### config.mk
export PLATFORM = sky130hd
export DESIGN_NAME = slide_ctrl
export DESIGN_NICKNAME = d
export VERILOG_FILES = /design/src/rtl/slide_pkg.sv /design/src/rtl/slide_fracop.sv /design/src/rtl/slide_switch.sv /design/src/rtl/slide_ctrl.sv
export SDC_FILE = /design/constraint.sdc
export NUM_CORES = 2
export LEC_CHECK = 0
export BUFFER_PORTS_ARGS = -buffer_cell sky130_fd_sc_hd__buf_2
export CAP_MARGIN = 20
export CORE_ASPECT_RATIO = 0.6
export CORE_MARGIN = 3
export CORE_UTILIZATION = 68
export DETAILED_ROUTE_END_ITERATION = 16
export PLACE_DENSITY_LB_ADDON = 0.08
export SYNTH_ARGS = -nofsm -noshare
export SYNTH_HDL_FRONTEND = slang
export SYNTH_SLANG_ARGS = --single-unit
### constraint.sdc
create_clock -name clk -period 30.6 [get_ports clk]
set_input_delay 7.65 -clock clk [delete_from_list [all_inputs] [get_ports clk]]
set_output_delay 7.65 -clock clk [all_outputs]
set_load 0.01 [all_outputs]
### src/rtl/slide_pkg.sv
package slide_pkg;
    localparam int DW = 22;
    localparam int FW = 16;
    localparam int AW = 2 * DW + 4;

    typedef logic signed [DW-1:0] fx_t;
    typedef logic signed [AW-1:0] acc_t;

    localparam fx_t FX_MAX     = fx_t'({1'b0, {(DW-1){1'b1}}});
    localparam fx_t FX_MIN     = fx_t'({1'b1, {(DW-1){1'b0}}});
    localparam fx_t FX_ONE     = fx_t'(1 << FW);
    localparam fx_t FX_NEG_ONE = fx_t'(-(1 << FW));

    typedef enum logic [2:0] {
        ST_IDLE,
        ST_SLIDE,
        ST_SWITCH,
        ST_BLEND,
        ST_SCALE
    } state_t;

    function automatic acc_t fx_ext(input fx_t a);
        return acc_t'(a);
    endfunction

    // Q16 product, rounded half-up, not yet saturated
    function automatic acc_t fx_mulr(input fx_t a, input fx_t b);
        acc_t p;
        p = fx_ext(a) * fx_ext(b);
        return (p + (acc_t'(1) <<< (FW - 1))) >>> FW;
    endfunction

    function automatic fx_t fx_sat(input acc_t v);
        if (v > fx_ext(FX_MAX)) begin
            return FX_MAX;
        end else if (v < fx_ext(FX_MIN)) begin
            return FX_MIN;
        end else begin
            return fx_t'(v[DW-1:0]);
        end
    endfunction

    function automatic fx_t fx_mul(input fx_t a, input fx_t b);
        return fx_sat(fx_mulr(a, b));
    endfunction
endpackage

### src/rtl/slide_fracop.sv
module slide_fracop
    import slide_pkg::*;
#(
    parameter fx_t B0 = fx_t'(98304),
    parameter fx_t B1 = fx_t'(-81920),
    parameter fx_t A1 = fx_t'(-32768)
) (
    input  logic clk,
    input  logic rst_n,
    input  logic en,
    input  fx_t  x,
    output fx_t  y
);
    fx_t x_prev;
    fx_t y_prev;

    // First-order section: y = b0*x + b1*x[-1] - a1*y[-1]
    assign y = fx_sat(fx_mulr(B0, x) + fx_mulr(B1, x_prev) - fx_mulr(A1, y_prev));

    always_ff @(posedge clk or negedge rst_n) begin
        if (!rst_n) begin
            x_prev <= '0;
            y_prev <= '0;
        end else if (en) begin
            x_prev <= x;
            y_prev <= y;
        end
    end
endmodule

### src/rtl/slide_switch.sv
module slide_switch
    import slide_pkg::*;
#(
    parameter fx_t INV_PHI = fx_t'(262144)
) (
    input  logic sat_mode,
    input  fx_t  s,
    output fx_t  sw
);
    acc_t scaled;
    fx_t  sgn;
    fx_t  clip;

    always_comb begin
        if (s > 0) begin
            sgn = FX_ONE;
        end else if (s < 0) begin
            sgn = FX_NEG_ONE;
        end else begin
            sgn = '0;
        end

        scaled = fx_mulr(INV_PHI, s);
        if (scaled > fx_ext(FX_ONE)) begin
            clip = FX_ONE;
        end else if (scaled < fx_ext(FX_NEG_ONE)) begin
            clip = FX_NEG_ONE;
        end else begin
            clip = fx_t'(scaled[DW-1:0]);
        end

        sw = sat_mode ? clip : sgn;
    end
endmodule

### src/rtl/slide_ctrl.sv
module slide_ctrl
    import slide_pkg::*;
#(
    parameter fx_t P_C1     = fx_t'(32768),
    parameter fx_t P_INV_C1 = fx_t'(131072),
    parameter fx_t P_KD_C1  = fx_t'(26214),
    parameter fx_t P_UW     = fx_t'(19661),
    parameter fx_t P_GAM    = fx_t'(13107),
    parameter fx_t P_INV_PHI = fx_t'(262144),
    parameter fx_t P_DB0    = fx_t'(98304),
    parameter fx_t P_DB1    = fx_t'(-81920),
    parameter fx_t P_DA1    = fx_t'(-32768),
    parameter fx_t P_IB0    = fx_t'(16384),
    parameter fx_t P_IB1    = fx_t'(8192),
    parameter fx_t P_IA1    = fx_t'(-57344)
) (
    input  logic                 clk,
    input  logic                 rst_n,
    input  logic                 strobe,
    input  logic                 sat_mode,
    input  logic signed [DW-1:0] x3,
    input  logic signed [DW-1:0] x4,
    input  logic signed [DW-1:0] x5_inv,
    input  logic signed [DW-1:0] ref_in,
    input  logic signed [DW-1:0] ref_dfrac,
    output logic signed [DW-1:0] u_out,
    output logic                 u_valid
);
    state_t state;
    state_t nxt;
    logic   accept;

    fx_t e_q, x3_q, x4_q, dref_q, inv_q;
    logic mode_q;
    fx_t s_q, ie_q, inner_q;
    fx_t de_w, sw_w, ie_w;

    assign accept = strobe && (state == ST_IDLE);

    slide_fracop #(.B0(P_DB0), .B1(P_DB1), .A1(P_DA1)) i_deriv (
        .clk(clk), .rst_n(rst_n), .en(state == ST_SLIDE), .x(e_q), .y(de_w)
    );

    slide_switch #(.INV_PHI(P_INV_PHI)) i_switch (
        .sat_mode(mode_q), .s(s_q), .sw(sw_w)
    );

    slide_fracop #(.B0(P_IB0), .B1(P_IB1), .A1(P_IA1)) i_integ (
        .clk(clk), .rst_n(rst_n), .en(state == ST_SWITCH), .x(sw_w), .y(ie_w)
    );

    always_comb begin
        nxt = state;
        unique case (state)
            ST_IDLE:   if (strobe) nxt = ST_SLIDE;
            ST_SLIDE:  nxt = ST_SWITCH;
            ST_SWITCH: nxt = ST_BLEND;
            ST_BLEND:  nxt = ST_SCALE;
            ST_SCALE:  nxt = ST_IDLE;
            default:   nxt = ST_IDLE;
        endcase
    end

    always_ff @(posedge clk or negedge rst_n) begin
        if (!rst_n) begin
            state <= ST_IDLE;
        end else begin
            state <= nxt;
        end
    end

    always_ff @(posedge clk or negedge rst_n) begin
        if (!rst_n) begin
            e_q     <= '0;
            x3_q    <= '0;
            x4_q    <= '0;
            dref_q  <= '0;
            inv_q   <= '0;
            mode_q  <= 1'b0;
            s_q     <= '0;
            ie_q    <= '0;
            inner_q <= '0;
            u_out   <= '0;
            u_valid <= 1'b0;
        end else begin
            u_valid <= (state == ST_SCALE);
            if (accept) begin
                e_q    <= fx_sat(fx_ext(x4) - fx_ext(ref_in));
                x3_q   <= x3;
                x4_q   <= x4;
                dref_q <= ref_dfrac;
                inv_q  <= x5_inv;
                mode_q <= sat_mode;
            end
            if (state == ST_SLIDE) begin
                s_q <= fx_sat(fx_ext(e_q) + fx_ext(fx_mul(P_C1, de_w)));
            end
            if (state == ST_SWITCH) begin
                ie_q <= ie_w;
            end
            if (state == ST_BLEND) begin
                inner_q <= fx_sat(fx_mulr(P_UW, x4_q) - fx_mulr(P_GAM, x3_q)
                                  + fx_ext(dref_q) - fx_mulr(P_INV_C1, e_q)
                                  - fx_mulr(P_KD_C1, ie_q));
            end
            if (state == ST_SCALE) begin
                u_out <= fx_mul(inv_q, inner_q);
            end
        end
    end
endmodule

; ---- Yosys cells after proc, flatten, opt, wreduce, memory -nomap -nowiden
; Cells that the tools add are included.
[totals]
elab_cells = 93
input_bits = 114
register_bits = 269
output_inout_bits = 23
[classes]
n_mul = 7
muxes = 22
reduce_logical = 2
add_sub_neg = 24
n_lt_le_gt_ge = 18
n_eq_ne = 5
[ops]
columns = operator, count
row1 = 22-bit 2-to-1 mux, 20
row2 = "40-bit by 17-bit adder with 41-bit output, second input constant", 3
row3 = "48-bit by 22-bit > comparator with 1-bit output, second input constant", 2
row4 = "48-bit by 22-bit less-than comparator with 1-bit output, second input constant", 2
row5 = "39-bit by 17-bit adder with 40-bit output, second input constant", 2
row6 = "38-bit by 17-bit adder with 39-bit output, second input constant", 2
row7 = "37-bit by 17-bit adder with 38-bit output, second input constant", 2
row8 = "15-bit by 22-bit multiplier with 37-bit output, first input constant", 2
row9 = "4-bit by 22-bit multiplier with 26-bit output, first input constant", 2
row10 = "48-bit by 17-bit adder with 48-bit output, second input constant", 1
row11 = "23-bit by 22-bit > comparator with 1-bit output, second input constant", 2
row12 = "23-bit by 22-bit less-than comparator with 1-bit output, second input constant", 2
row13 = "44-bit by 17-bit adder with 45-bit output, second input constant", 1
row14 = 22-bit by 22-bit multiplier with 44-bit output, 1
row15 = "16-bit by 22-bit multiplier with 38-bit output, first input constant", 1
row16 = "36-bit by 17-bit adder with 37-bit output, second input constant", 1
row17 = "35-bit by 17-bit adder with 36-bit output, second input constant", 1
row18 = 33-bit by 32-bit subtractor with 34-bit output, 1
row19 = 22-bit negator with 33-bit output, 1
row20 = "29-bit by 22-bit > comparator with 1-bit output, second input constant", 1
row21 = "29-bit by 22-bit less-than comparator with 1-bit output, second input constant", 1
row22 = "27-bit by 22-bit > comparator with 1-bit output, second input constant", 1
row23 = "27-bit by 22-bit less-than comparator with 1-bit output, second input constant", 1
row24 = 26-bit by 23-bit subtractor with 27-bit output, 1
row25 = 23 further kinds, 24

; ---- Logic depth before layout (Yosys ltp)
[logic_depth]
ltp_word = 16
mapped_depth = 63
depth_no_buf = 60

; ---- Modules after synthesis
; From an unflattened synthesis, not the netlist that was laid out.
[unflattened]
hier_cells = 7126
area_unflattened_um2 = 65756.8
[modules_own_cells]
columns = mod, seq_area_each_um2, cells_each, instances, area_each_um2
row1 = slide_ctrl, 5079.9, 5067, 1, 48861.9
row2 = slide_fracop (i_deriv), 1101.1, 1276, 1, 10045.9
row3 = slide_fracop (i_integ), 1051.0, 724, 1, 6429.9
row4 = slide_switch, 0.0, 59, 1, 419.2

; ---- Worst setup path after synthesis
; No wires, ideal clock.
[synth_timing]
path_kind = reg2reg
startpoint = reg i_deriv.x_prev[3]
endpoint = reg s_q[13]
synth_period_minus_slack_ns = 12.273
setup_ns = 0.121
arrival_time_ns = 12.152
setup_slack_ns = 18.327
required_ns = 30.479
path_stages_with_launch = 58
n_path_buf = 4
cell_sequence = dfrtp_1 ha_1 inv_1 fa_1 inv_1 ha_1 ha_1 a21o_1 a21oi_1 o21bai_1 a2111oi_0 nor2_1 a21o_1 a21oi_1 xnor2_1 nor4bb_1 nand3_1 nor2_1 [... 22 more ...] ha_1 clkbuf_1 xnor2_1 fa_1 a21o_1 a21oi_1 o21bai_1 a21oi_1 o21bai_1 a21oi_1 o21a_1 a32oi_1 a221o_1 nand2_1 a31o_2 clkbuf_1 o21ai_0 a22o_1
[synth_between]
elab_chain_len = 16
word_cells_on_any_way = 19
cone_classes = add/sub (5) / mul (1) / order compare (6) / mux (7)
[synth_lines]
columns = item, line_no
row1 = "start, declared", slide_fracop.sv:14  ; fx_t x_prev;
row2 = "start signal, assigned", slide_fracop.sv:22  ; x_prev <= '0;
row3 = "start signal, assigned", slide_fracop.sv:25  ; x_prev <= x;
row4 = 4-bit by 22-bit multiplier with 26-bit output (*), slide_pkg.sv:29  ; p = fx_ext(a) * fx_ext(b);
row5 = 40-bit by 17-bit adder with 41-bit output (*), slide_pkg.sv:30  ; return (p + (acc_t'(1) <<< (FW - 1))) >>> FW;
row6 = 25-bit by 25-bit adder with 26-bit output (*), slide_fracop.sv:18  ; assign y = fx_sat(fx_mulr(B0, x) + fx_mulr(B1, x_prev) - fx_mulr(A1, y_prev));
row7 = 33-bit by 32-bit subtractor with 34-bit output (*), slide_fracop.sv:18
row8 = 48-bit by 22-bit less-than comparator with 1-bit output, slide_pkg.sv:36  ; end else if (v < fx_ext(FX_MIN)) begin
row9 = 22-bit 2-to-1 mux, slide_pkg.sv:36
row10 = 22-bit 2-to-1 mux (*), slide_pkg.sv:34  ; if (v > fx_ext(FX_MAX)) begin
row11 = net de_w[0], slide_ctrl.sv:36  ; fx_t de_w, sw_w, ie_w;
row12 = 37-bit by 17-bit adder with 38-bit output (*), slide_pkg.sv:30
row13 = 22-bit less-than comparator, slide_pkg.sv:36
row14 = 22-bit 2-to-1 mux, slide_pkg.sv:36
row15 = 22-bit 2-to-1 mux (*), slide_pkg.sv:34
row16 = 22-bit 2-to-1 mux (*), slide_ctrl.sv:95  ; if (state == ST_SLIDE) begin
row17 = 22-bit by 22-bit adder with 23-bit output (*), slide_ctrl.sv:96  ; s_q <= fx_sat(fx_ext(e_q) + fx_ext(fx_mul(P_C1, de_w)));
row18 = 23-bit by 22-bit less-than comparator with 1-bit output, slide_pkg.sv:36
row19 = 22-bit 2-to-1 mux, slide_pkg.sv:36
row20 = 22-bit 2-to-1 mux (*), slide_pkg.sv:34
row21 = "end signal, assigned", slide_ctrl.sv:96
row22 = "end, declared", slide_ctrl.sv:35  ; fx_t s_q, ie_q, inner_q;
; Mark *: on every way through the listed nets, which the timed path passes. The rest lies on a longest branch. The select of a mux whose other input is x is not followed.
; A chain may end at the register's enable or synchronous reset.

; ---- Final worst setup path
[layout_timing]
startpoint = reg i_deriv.x_prev[3]
endpoint = reg s_q[19]
; The elaborated chain is that of the path after synthesis.

==> impl_metrics.toml <==
[timing]
worst_slew_pin_slew_ps = 1190
grt_setup_unrepaired = "no"
clock.fmax_mhz = 67.6
finalSetupTns_ps = 0
drv_slew = 0
skew_ps = 29.8
setup_violations = 0
finalHoldViolations = 0
timing.final.crit_share_pct = 48.3
finalCriticalPeriod_ps = 14780
final.setup.worst_slack_ps = 15820
relSlewSlack_pct = 20.5

[grt]
grt_pass1_wl_um = 277000
grtUsageMet1_pct = 56.8
grt_usage_pct = 37.1
grt_pass1_vias = 49400
grt_overflow = 0
grt_max_degree = 90
grt_busiest_layer = "met1"
met2_usage_pct = 51.3
antenna_found_initial = 11
use_met3_pct = 12.5

[place]
port_buffers = 136
place_area_sq_um = 64600
place_congestion = 0.971
placed_cells = 8201
dp_hpwl_um = 145000
place_ws_ps = 15820

[cts]
cts.clk_slew.worst_paths_ps = 60
clk_path_buf_depth = 3
postCtsSetupBuffers = 0
cts.sinks = 267
cts_buffers = 31
ctsResizeCount = 0
cts_tree = "yes"
h-tree-depth = 1
hold_buffers = 0
clock_latency_ps = 640
clock-root-buffer = "clkbuf_16"

[route]
wl_um = 174000
ant_nets = 0
drc = 0
drtIter0Drc = 5001
route.detailed.wl_per_inst_um = 21.1
first_pass_iters = 8
viasPerCell = 6.03
vias = 49800

[critical_path]
cp_common_cell = "a21oi_1"
setup.worst_path.start_class = "register"
crit_path_end_kind = "register"
reg2reg_depth = 58
path_class = "register to register"
slowest_stage = "a2111oi_0"
crit_path_max_incr_delay_ps = 770
crit_fanout = 21
arrival_ps = 15290
required_ps = 31110

[floorplanning]
rows = 85
io_pins = 137
dieHeight_um = 241
core_sq_um = 90500
dieWidth_um = 398
die_area_sq_um = 96000
initial_core_util_pct = 69.3

[layout]
area_growth_pct = 4.74
nets = 8970
final_cells = 8270
fin_area_sq_um = 65700
drive_gt1_share_pct = 4.78
multi_input_area_sq_um = 50700
n_fill_cell = 6976
seqCellArea_sq_um = 6680

[yosys]
ys_warn_count = 0
synth_common_cells = "inv_1 (1194), fa_1 (988), nand2_1 (884)"
ys.flop_type = "dfrtp_1"
synthCells = 6996
avgSynthCellArea_sq_um = 8.96
ys_ff_latch = 267
synth_top_cells_by_area = "fa_1 (32%), ha_1 (17%), dfrtp_1 (11%)"
yosysTopAreaCell = "fa_1"
ys_seq_area_share_pct = 10.7
synth_edf_count = 0
syn_nets = 8945
synth_cell_types = 102
async_flop_share_pct = 100
netlist.area_leader.share_pct = 31.6
syn-cell-area_sq_um = 62700
synth_most_common_cell = "inv_1"

[job]
cap_violations = 0

[run_status]
outcome = "finished clean"

[min_path]
hp-class = "register to register"
whs_path_depth = 2
path summary, 6_finish.rpt:
check	to	slack, ps	from
min in group asynchronous	u_out[1]	7030	rst_n
min reg2reg	inv_q[4]	500	inv_q[4]
max	s_q[19]	15820	i_deriv.x_prev[3]
min	inv_q[4]	500	inv_q[4]
max reg2reg	s_q[19]	15820	i_deriv.x_prev[3]
max in group asynchronous	i_deriv.x_prev[7]	21480	rst_n
layer usage:
metal | wire, um | share of wire [%] | vias to the layer above
met3 | 21700 | 12 | 249
met2 | 69700 | 40 | 2243
li1 | - | - | 22700
met5 | 160 | 0.092 | -
met4 | 3310 | 1.9 | 8
met1 | 79400 | 46 | 24600
layout by cell type, fill, tap and decap left out, drive strengths merged, types with 201 or more instances in the layout:
cell type and n:
inv 1199, fa 988, nand2 885, ha 847, nor2 327, xnor2 298
a21oi 291, o21ai 275, dfrtp 267, buf 201
through the flow:
stage                     util, %  hold WS (ps)
after global routing         72.5           533
after CTS                    72.5           492
after detailed placement     71.3           469
after global placement       71.3           466
after floorplan                 -           452
final                        72.5           499
registers in the layout (all words and copies together) (netlist names):
register / count
inner_q: 22
mode_q: 1
i_deriv.x_prev: 22
inv_q: 22
x4_q: 22
s_q: 22
u_valid: 1
x3_q: 22
u_out: 22
i_integ.x_prev: 20
state: 3
dref_q: 22
i_integ.y_prev: 22
e_q: 22
i_deriv.y_prev: 22
logic make-up after synthesis:
kind of cell    count (synthesis)  share of synthesized area, %
compound gates               1100                          11.3
xor+xnor                      454                          6.37
buf+inv                      1407                          8.49
mux                            16                         0.271
fa+ha+maj                    1845                          48.6
flops                         267                          10.7
simple gates                 1907                          14.3
critical path: cells and delay by family, from the launching register on:
family / cells / cell delay (ps)
xor+xnor: 5 / 980
simple gates: 14 / 3230
flops: 1 / 430
buf+inv: 2 / 90
compound gates: 28 / 6430
fa+ha+maj: 9 / 3500
cell type report:
class	count	area share (%)
multi-input combinational	5322	77.2
sequential	267	10.2
inverter	1197	6.84
tap	1218	2.32
timing repair buffer	202	1.83
clock buffer	43	1.39
clock inverter	13	0.173
antenna	8	0.0305
Power is not shown: default switching activity piles up to over one toggle a cycle in this logic, so the estimate is an artifact.
